## config.mk

```make
export PLATFORM = sky130hd
export DESIGN_NAME = sermem_slave
export DESIGN_NICKNAME = d
export VERILOG_FILES = /design/src/rtl/sm_pkg.sv /design/src/rtl/sm_glitch_filt.sv /design/src/rtl/sm_bus_cond.sv /design/src/rtl/sm_addr_ptr.sv /design/src/rtl/sermem_slave.sv
export SDC_FILE = /design/constraint.sdc
export NUM_CORES = 1
export LEC_CHECK = 0
export BUFFER_PORTS_ARGS = -buffer_cell sky130_fd_sc_hd__buf_2
export CORE_ASPECT_RATIO = 1.25
export CORE_MARGIN = 4
export CORE_UTILIZATION = 61
export CTS_BUF_LIST = sky130_fd_sc_hd__clkbuf_4
export CTS_CLUSTER_DIAMETER = 30
export CTS_CLUSTER_SIZE = 40
export DETAILED_ROUTE_END_ITERATION = 8
export PLACE_DENSITY = 0.94
export SYNTH_ARGS = -nofsm -noshare
export SYNTH_HDL_FRONTEND = slang
export SYNTH_SLANG_ARGS = --single-unit
```

## constraint.sdc

```tcl
create_clock -name clk -period 6 [get_ports clk]
set_input_delay 1.8 -clock clk [delete_from_list [all_inputs] [get_ports clk]]
set_output_delay 1.8 -clock clk [all_outputs]
set_load 0.02 [all_outputs]
```

## src/rtl/sm_pkg.sv

```systemverilog
package sm_pkg;
  localparam int unsigned ADDR_W = 17;
  localparam int unsigned OFS_W  = ADDR_W - 1;
  localparam logic [3:0]  DEV_CODE = 4'b1010;

  typedef enum logic [2:0] {
    ST_IDLE,
    ST_CTRL,
    ST_AH,
    ST_AL,
    ST_WD,
    ST_RD,
    ST_WAITP
  } sm_state_e;
endpackage

```

## src/rtl/sm_glitch_filt.sv

```systemverilog
module sm_glitch_filt #(
  parameter int unsigned FILT_LEN = 3
) (
  input  logic clk,
  input  logic rst_n,
  input  logic raw_i,
  output logic filt_o
);
  localparam int unsigned CW = $clog2(FILT_LEN + 1);

  logic [1:0]    sync_q;
  logic [CW-1:0] cnt_q;
  logic          out_q;

  always_ff @(posedge clk or negedge rst_n) begin
    if (!rst_n) begin
      sync_q <= 2'b11;
      cnt_q  <= '0;
      out_q  <= 1'b1;
    end else begin
      sync_q <= {sync_q[0], raw_i};
      if (sync_q[1] != out_q) begin
        if (cnt_q == CW'(FILT_LEN - 1)) begin
          out_q <= sync_q[1];
          cnt_q <= '0;
        end else begin
          cnt_q <= cnt_q + 1'b1;
        end
      end else begin
        cnt_q <= '0;
      end
    end
  end

  assign filt_o = out_q;
endmodule

```

## src/rtl/sm_bus_cond.sv

```systemverilog
module sm_bus_cond #(
  parameter int unsigned FILT_LEN = 3
) (
  input  logic clk,
  input  logic rst_n,
  input  logic scl_i,
  input  logic sda_i,
  output logic sda_o,
  output logic start_o,
  output logic stop_o,
  output logic rise_o,
  output logic fall_o
);
  logic [1:0] raw;
  logic [1:0] filt;
  logic       scl_q, sda_q;

  assign raw = {sda_i, scl_i};

  for (genvar g = 0; g < 2; g++) begin : g_line
    sm_glitch_filt #(.FILT_LEN(FILT_LEN)) u_filt (
      .clk   (clk),
      .rst_n (rst_n),
      .raw_i (raw[g]),
      .filt_o(filt[g])
    );
  end

  always_ff @(posedge clk or negedge rst_n) begin
    if (!rst_n) begin
      scl_q <= 1'b1;
      sda_q <= 1'b1;
    end else begin
      scl_q <= filt[0];
      sda_q <= filt[1];
    end
  end

  assign sda_o   = filt[1];
  assign start_o = filt[0] & scl_q & sda_q & ~filt[1];
  assign stop_o  = filt[0] & scl_q & ~sda_q & filt[1];
  assign rise_o  = filt[0] & ~scl_q;
  assign fall_o  = ~filt[0] & scl_q;

  // bus conditions and clock edges are mutually exclusive
  p_cond_onehot_r10: assert property (@(posedge clk) disable iff (!rst_n)
    $onehot0({start_o, stop_o, rise_o, fall_o}));
endmodule

```

## src/rtl/sm_addr_ptr.sv

```systemverilog
module sm_addr_ptr
  import sm_pkg::*;
(
  input  logic              clk,
  input  logic              rst_n,
  input  logic              ld_blk_i,
  input  logic              blk_i,
  input  logic              ld_hi_i,
  input  logic              ld_lo_i,
  input  logic [7:0]        byte_i,
  input  logic              inc_i,
  output logic [ADDR_W-1:0] ptr_o
);
  logic [ADDR_W-1:0] ptr_q;

  always_ff @(posedge clk or negedge rst_n) begin
    if (!rst_n) begin
      ptr_q <= '0;
    end else if (ld_blk_i) begin
      ptr_q[ADDR_W-1] <= blk_i;
    end else if (ld_hi_i) begin
      ptr_q[OFS_W-1 -: 8] <= byte_i;
    end else if (ld_lo_i) begin
      ptr_q[7:0] <= byte_i;
    end else if (inc_i) begin
      ptr_q[OFS_W-1:0] <= ptr_q[OFS_W-1:0] + 1'b1;
    end
  end

  assign ptr_o = ptr_q;

  // counting stays inside the current half
  p_half_wrap_r7: assert property (@(posedge clk) disable iff (!rst_n)
    (inc_i && !ld_blk_i && !ld_hi_i && !ld_lo_i) |=>
      (ptr_q[ADDR_W-1] == $past(ptr_q[ADDR_W-1])));
endmodule

```

## src/rtl/sermem_slave.sv

```systemverilog
module sermem_slave
  import sm_pkg::*;
#(
  parameter int unsigned FILT_LEN = 3,
  parameter int unsigned HOLD_CYC = 32
) (
  input  logic              clk,
  input  logic              rst_n,
  input  logic              scl_i,
  input  logic              sda_i,
  output logic              sda_oe_o,
  input  logic [1:0]        chip_sel_i,
  input  logic              chip_en_i,
  output logic [ADDR_W-1:0] mem_addr_o,
  input  logic [7:0]        mem_rd_data_i,
  output logic              mem_wr_valid_o,
  input  logic              mem_wr_ready_i,
  output logic [7:0]        mem_wr_data_o
);
  localparam int unsigned HW = $clog2(HOLD_CYC + 1);

  logic sda_f, c_start, c_stop, c_rise, c_fall;

  sm_bus_cond #(.FILT_LEN(FILT_LEN)) u_cond (
    .clk    (clk),
    .rst_n  (rst_n),
    .scl_i  (scl_i),
    .sda_i  (sda_i),
    .sda_o  (sda_f),
    .start_o(c_start),
    .stop_o (c_stop),
    .rise_o (c_rise),
    .fall_o (c_fall)
  );

  sm_state_e     st_q;
  logic [3:0]    bitcnt_q;
  logic          in_ack_q;
  logic          drive_q;
  logic          mack_q;
  logic [7:0]    shreg_q;
  logic          wr_valid_q;
  logic [7:0]    wr_data_q;
  logic [HW-1:0] hold_q;
  logic          oe_q;

  logic rx_st, byte_done, match, ld_blk, ld_hi, ld_lo, wr_fire, rd_step;

  assign rx_st     = (st_q == ST_CTRL) || (st_q == ST_AH) ||
                     (st_q == ST_AL)   || (st_q == ST_WD);
  assign byte_done = rx_st && c_fall && !in_ack_q && (bitcnt_q == 4'd8);
  assign match     = chip_en_i && (shreg_q[7:4] == DEV_CODE) &&
                     (shreg_q[2:1] == chip_sel_i);
  assign ld_blk    = byte_done && (st_q == ST_CTRL) && match;
  assign ld_hi     = byte_done && (st_q == ST_AH);
  assign ld_lo     = byte_done && (st_q == ST_AL);
  assign wr_fire   = wr_valid_q && mem_wr_ready_i;
  assign rd_step   = (st_q == ST_RD) && c_fall && !in_ack_q && (bitcnt_q == 4'd8);

  sm_addr_ptr u_ptr (
    .clk     (clk),
    .rst_n   (rst_n),
    .ld_blk_i(ld_blk),
    .blk_i   (shreg_q[3]),
    .ld_hi_i (ld_hi),
    .ld_lo_i (ld_lo),
    .byte_i  (shreg_q),
    .inc_i   (wr_fire || rd_step),
    .ptr_o   (mem_addr_o)
  );

  always_ff @(posedge clk or negedge rst_n) begin
    if (!rst_n) begin
      st_q       <= ST_IDLE;
      bitcnt_q   <= '0;
      in_ack_q   <= 1'b0;
      drive_q    <= 1'b0;
      mack_q     <= 1'b1;
      shreg_q    <= '0;
      wr_valid_q <= 1'b0;
      wr_data_q  <= '0;
    end else begin
      if (wr_fire) wr_valid_q <= 1'b0;
      if (c_start) begin
        st_q     <= ST_CTRL;
        bitcnt_q <= '0;
        in_ack_q <= 1'b0;
        drive_q  <= 1'b0;
      end else if (c_stop) begin
        st_q     <= ST_IDLE;
        bitcnt_q <= '0;
        in_ack_q <= 1'b0;
        drive_q  <= 1'b0;
      end else if (rx_st) begin
        if (c_rise && !in_ack_q) begin
          shreg_q  <= {shreg_q[6:0], sda_f};
          bitcnt_q <= bitcnt_q + 1'b1;
        end
        if (byte_done) begin
          in_ack_q <= 1'b1;
          if (st_q == ST_CTRL) begin
            if (match) drive_q <= 1'b1;
            else       st_q    <= ST_IDLE;
          end else begin
            drive_q <= 1'b1;
            if (st_q == ST_WD) begin
              wr_valid_q <= 1'b1;
              wr_data_q  <= shreg_q;
            end
          end
        end else if (c_fall && in_ack_q) begin
          in_ack_q <= 1'b0;
          bitcnt_q <= '0;
          drive_q  <= 1'b0;
          case (st_q)
            ST_CTRL: begin
              if (shreg_q[0]) begin
                st_q    <= ST_RD;
                shreg_q <= mem_rd_data_i;
                drive_q <= ~mem_rd_data_i[7];
              end else begin
                st_q <= ST_AH;
              end
            end
            ST_AH:   st_q <= ST_AL;
            ST_AL:   st_q <= ST_WD;
            default: st_q <= ST_WD;
          endcase
        end
      end else if (st_q == ST_RD) begin
        if (c_rise) begin
          if (!in_ack_q) bitcnt_q <= bitcnt_q + 1'b1;
          else           mack_q   <= sda_f;
        end
        if (c_fall) begin
          if (!in_ack_q && bitcnt_q != 4'd8) begin
            shreg_q <= {shreg_q[6:0], 1'b0};
            drive_q <= ~shreg_q[6];
          end else if (!in_ack_q) begin
            drive_q  <= 1'b0;
            in_ack_q <= 1'b1;
          end else if (!mack_q) begin
            in_ack_q <= 1'b0;
            bitcnt_q <= '0;
            shreg_q  <= mem_rd_data_i;
            drive_q  <= ~mem_rd_data_i[7];
          end else begin
            in_ack_q <= 1'b0;
            st_q     <= ST_WAITP;
          end
        end
      end
    end
  end

  // Output hold: the enable follows drive only after HOLD_CYC clocks past a fall.
  always_ff @(posedge clk or negedge rst_n) begin
    if (!rst_n) begin
      hold_q <= '0;
      oe_q   <= 1'b0;
    end else begin
      if (c_fall)              hold_q <= HW'(HOLD_CYC);
      else if (hold_q != '0)   hold_q <= hold_q - 1'b1;
      if (hold_q == '0)        oe_q   <= drive_q;
    end
  end

  assign sda_oe_o       = oe_q;
  assign mem_wr_valid_o = wr_valid_q;
  assign mem_wr_data_o  = wr_data_q;

  // the enable never moves right after a detected clock fall
  p_hold_r9: assert property (@(posedge clk) disable iff (!rst_n)
    c_fall |=> $stable(oe_q));

  // a pending write holds address and data until accepted
  p_wr_stable_r4: assert property (@(posedge clk) disable iff (!rst_n)
    (wr_valid_q && !mem_wr_ready_i && !c_start) |=>
      (wr_valid_q && $stable(wr_data_q) && $stable(mem_addr_o)));

  // a control-byte acknowledge only for an enabled, matching device code
  p_silent_r2: assert property (@(posedge clk) disable iff (!rst_n)
    (st_q == ST_CTRL && in_ack_q && drive_q) |->
      (chip_en_i && shreg_q[7:4] == DEV_CODE));

  // nothing is driven while waiting for the end after a NACK
  p_nack_quiet_r8: assert property (@(posedge clk) disable iff (!rst_n)
    (st_q == ST_WAITP) |-> !drive_q);
endmodule

```

==> results.cfg <==
[run_status]
status = completed

[logic_synthesis]
synth_area_per_cell_um2 = 9.962
synth_ff_type = dfrtp_1
synth-edff-count = 0
synth_cells = 368
synthesis.nets = 388
synth-seq-area-share = 0.4331
async_flop_share = 1.000
synth_area_mm2 = 0.003666
synth_seq_cells = 63
synth_cell_type_count = 76
yosysWarnings = 0

[route]
wl_um = 9488
wl_met2_um = 4831
dr.pass1.iters = 5
drc = 0
dr.max_layer_used = met4
drtIter0Drc = 345
drt-vias-per-instance = 6.964
via_count = 3315
wl_met1_um = 3626
route.met3.wl_um = 577
routedWlPerCell_um = 19.93
detail-route-antenna-nets = 0

[setup_path]
regToRegStartpoint = u_cond.scl_q
cp-start-kind = input pin
r2r_cells = 4
worst-setup-path-type = in2reg
crit_fanout = 8
worstSetupEndpointType = flip-flop
reg2reg_to = st_q[0]
path_cells = buf_2 > and4bb_1 > and4_1 > o21a_1 > o211ai_1 > a21oi_1
reg2reg_slack_ns = 3.59
endpoint = u_ptr.ptr_o[9]
slowest_delay_ns = 0.54
cp.arrival_ns = 3.25
timing.critical_path.from = chip_en_i
worstPathRequired_ns = 6.27
critPathSlowestCell = o211ai_1

[global_routing]
grt_overflow = 0
grt_max_degree = 64
grt_antenna_before_repair = 0
track_usage = 0.2653
grt_pass1_wl_um = 15320
first_global_vias = 3180

[place]
hpwl_um = 6712
io_buffers = 42
placed_cell_area_mm2 = 0.003839
dp_cells = 460
place.gp.congestion = 1.004

[clocking]
cts_tree = built
postCtsSetupBuffers = 0
ctsResizeCount = 0
h-tree-depth = 3
cts_root_buffer = clkbuf_4
clk-insertion-delay-late_ns = 0.42
clkSlewWorstSetupHoldPaths_ns = 0.11
clock_sinks = 63
numCtsBuffers = 9
ctsHoldBuffers = 0
clockBufferDepth = 2

[worst_hold_path]
min_path_type = reg2reg

[pwr]
power.switching_mw = 0.7191
switching_share = 0.4344
power.density_mw_per_mm2 = 416.5
p_seq_frac = 0.422
power.share.clock = 0.176
leakagePower_nw = 1.737
ir_drop_uv = 368.3
internal_power_mw = 0.9364
combinationalPowerShare = 0.402

[sta]
min_period_over_period = 0.4963
holdWs_ns = 0.3581
finalHoldViolCount = 0
finalSetupViolCount = 0
fin_setup_tns_ns = 0
maxSlewViolCount = 0
tightest_slew_ns = 0.7863
rsz0062_at_grt = no
layout_min_cycle_time_ns = 2.978
fmax_mhz = 335.8
slew_headroom = 0.4758
skew_ns = 0.01165

[floorplanning]
dieArea_mm2 = 0.007322
coreArea_mm2 = 0.005818
initial_core_util = 0.6301
fp.dieH_um = 94.68
row_count = 31
io_pins = 43
die_x_um = 77.34

[final_layout]
insertedDiodeCount = 0
final_layout_size_suffix_gt1_frac = 0.2341
finish.utilization = 0.6832
synthToLayoutAreaGrowth_pct = 8.430
final_nets = 425
stdcell_count = 476
final_area_mm2 = 0.003975

[job]
maxCapViolations = 0
-- registers in the layout (all words and copies together), names as in the netlist --
name,count
u_ptr.ptr_o,17
mem_wr_data_o,8
shreg_q,8
hold_q,6
bitcnt_q,4
u_cond.g_line.u_filt.cnt_q,4
u_cond.g_line.u_filt.sync_q,4
st_q,3
u_cond.g_line.u_filt.filt_o,2
drive_q,1
in_ack_q,1
mack_q,1
mem_wr_valid_o,1
sda_oe_o,1
u_cond.scl_q,1
u_cond.sda_q,1
-- cell usage after synthesis, drive strengths merged, types with 4 or more instances --
cell type  count  area share
nor3          10       0.017
inv           14       0.014
o22ai         14       0.024
nor2          14       0.014
a31oi         15       0.026
o32ai          4      0.0096
nand2b         5      0.0085
nand2         28       0.029
a2bb2oi        9       0.022
nand3b         5       0.010
buf            6       0.012
clkbuf        11       0.023
nor3b          6       0.017
or3            4      0.0068
nand4          9       0.017
nand3         18       0.026
mux2          12       0.038
dfrtp         54        0.37
xnor2          5       0.012
ha             4       0.014
or4            4      0.0082
dfstp          9       0.065
o21ai         24       0.033
and2           4      0.0079
a21oi         20       0.028
-- worst max-delay path, delay by kind of cell --
family	cells	cell delay, ns
simple gates	2	0.47
compound gates	3	0.89
buf+inv	1	0.09
-- how the worst min path moves through the flow --
stage | from | to | cells past startpoint
after detailed placement | u_cond.g_line[1].u_filt.sync_q[0] | u_cond.g_line[1].u_filt.sync_q[1] | 0
after floorplan | u_cond.g_line[0].u_filt.sync_q[0] | u_cond.g_line[0].u_filt.sync_q[1] | 0
after CTS | u_cond.g_line[0].u_filt.sync_q[0] | u_cond.g_line[0].u_filt.sync_q[1] | 0
final | u_cond.g_line[0].u_filt.sync_q[0] | u_cond.g_line[0].u_filt.sync_q[1] | 0
after global placement | u_cond.g_line[1].u_filt.sync_q[0] | u_cond.g_line[1].u_filt.sync_q[1] | 0
after global routing | u_cond.g_line[0].u_filt.sync_q[0] | u_cond.g_line[0].u_filt.sync_q[1] | 0
-- metrics by stage --
| step | setup WS [ns] | power, mW |
|---|---|---|
| global placement | 2.667 | 1.324 |
| detailed placement | 2.612 | 1.354 |
| global route | 2.919 | 1.757 |
| CTS | 3.037 | 1.644 |
| finish | 3.022 | 1.656 |
| floorplan | 2.915 | 1.203 |
-- layout make-up --
type	instances	area, µm²
clock buffers	10	75.07
clock inverters	6	61.31
fillers	458	1843
inverters	14	52.55
multi-input cells	274	1898
flip-flops and latches	63	1588
well taps	66	82.58
repair buffers	43	217.7
-- logic make-up after synthesis --
logic type,share of synthesized area
buf+inv,0.04914
compound gates,0.2433
mux,0.04061
flops,0.4331
simple gates,0.2058
fa+ha+maj,0.01365
xor+xnor,0.01433
-- layer usage --
| layer | GRT usage | vias to the layer above |
|---|---|---|
| li1 | - | 1501 |
| met4 | 0.1617 | 0 |
| met2 | 0.4546 | 177 |
| met1 | 0.3102 | 1595 |
| met3 | 0.04771 | 42 |
| met5 | 0 | - |
-- cells in the final DEF (no fill, tap or decap), types with 5 or more instances in the layout --
| cell | Yosys | layout |
|---|---|---|
| nand3_1 | 17 | 17 |
| xnor2_1 | 5 | 5 |
| nor3_1 | 9 | 9 |
| a2bb2oi_1 | 9 | 9 |
| nand3b_1 | 5 | 5 |
| nand2_1 | 28 | 28 |
| dfstp_2 | 9 | 9 |
| o22ai_1 | 14 | 14 |
| dfrtp_1 | 54 | 54 |
| nor2_1 | 14 | 14 |
| nand2b_1 | 5 | 5 |
| mux2_2 | 11 | 11 |
| buf_2 | 3 | 42 |
| nand4_1 | 8 | 8 |
| o21ai_0 | 23 | 23 |
| clkbuf_4 | 0 | 10 |
| inv_1 | 14 | 14 |
| a21oi_1 | 19 | 19 |
| a31oi_1 | 15 | 15 |
-- power groups by stage --
stage                     Sequential (mW)  Combinational, mW  Clock (mW)
final                               0.699              0.665       0.291
after global routing                0.712              0.732       0.313
after CTS                           0.691              0.658       0.296
after detailed placement            0.699              0.655           0
after global placement              0.693              0.631           0
after floorplan                     0.622              0.581           0
Power figures use the tool's default switching activity.
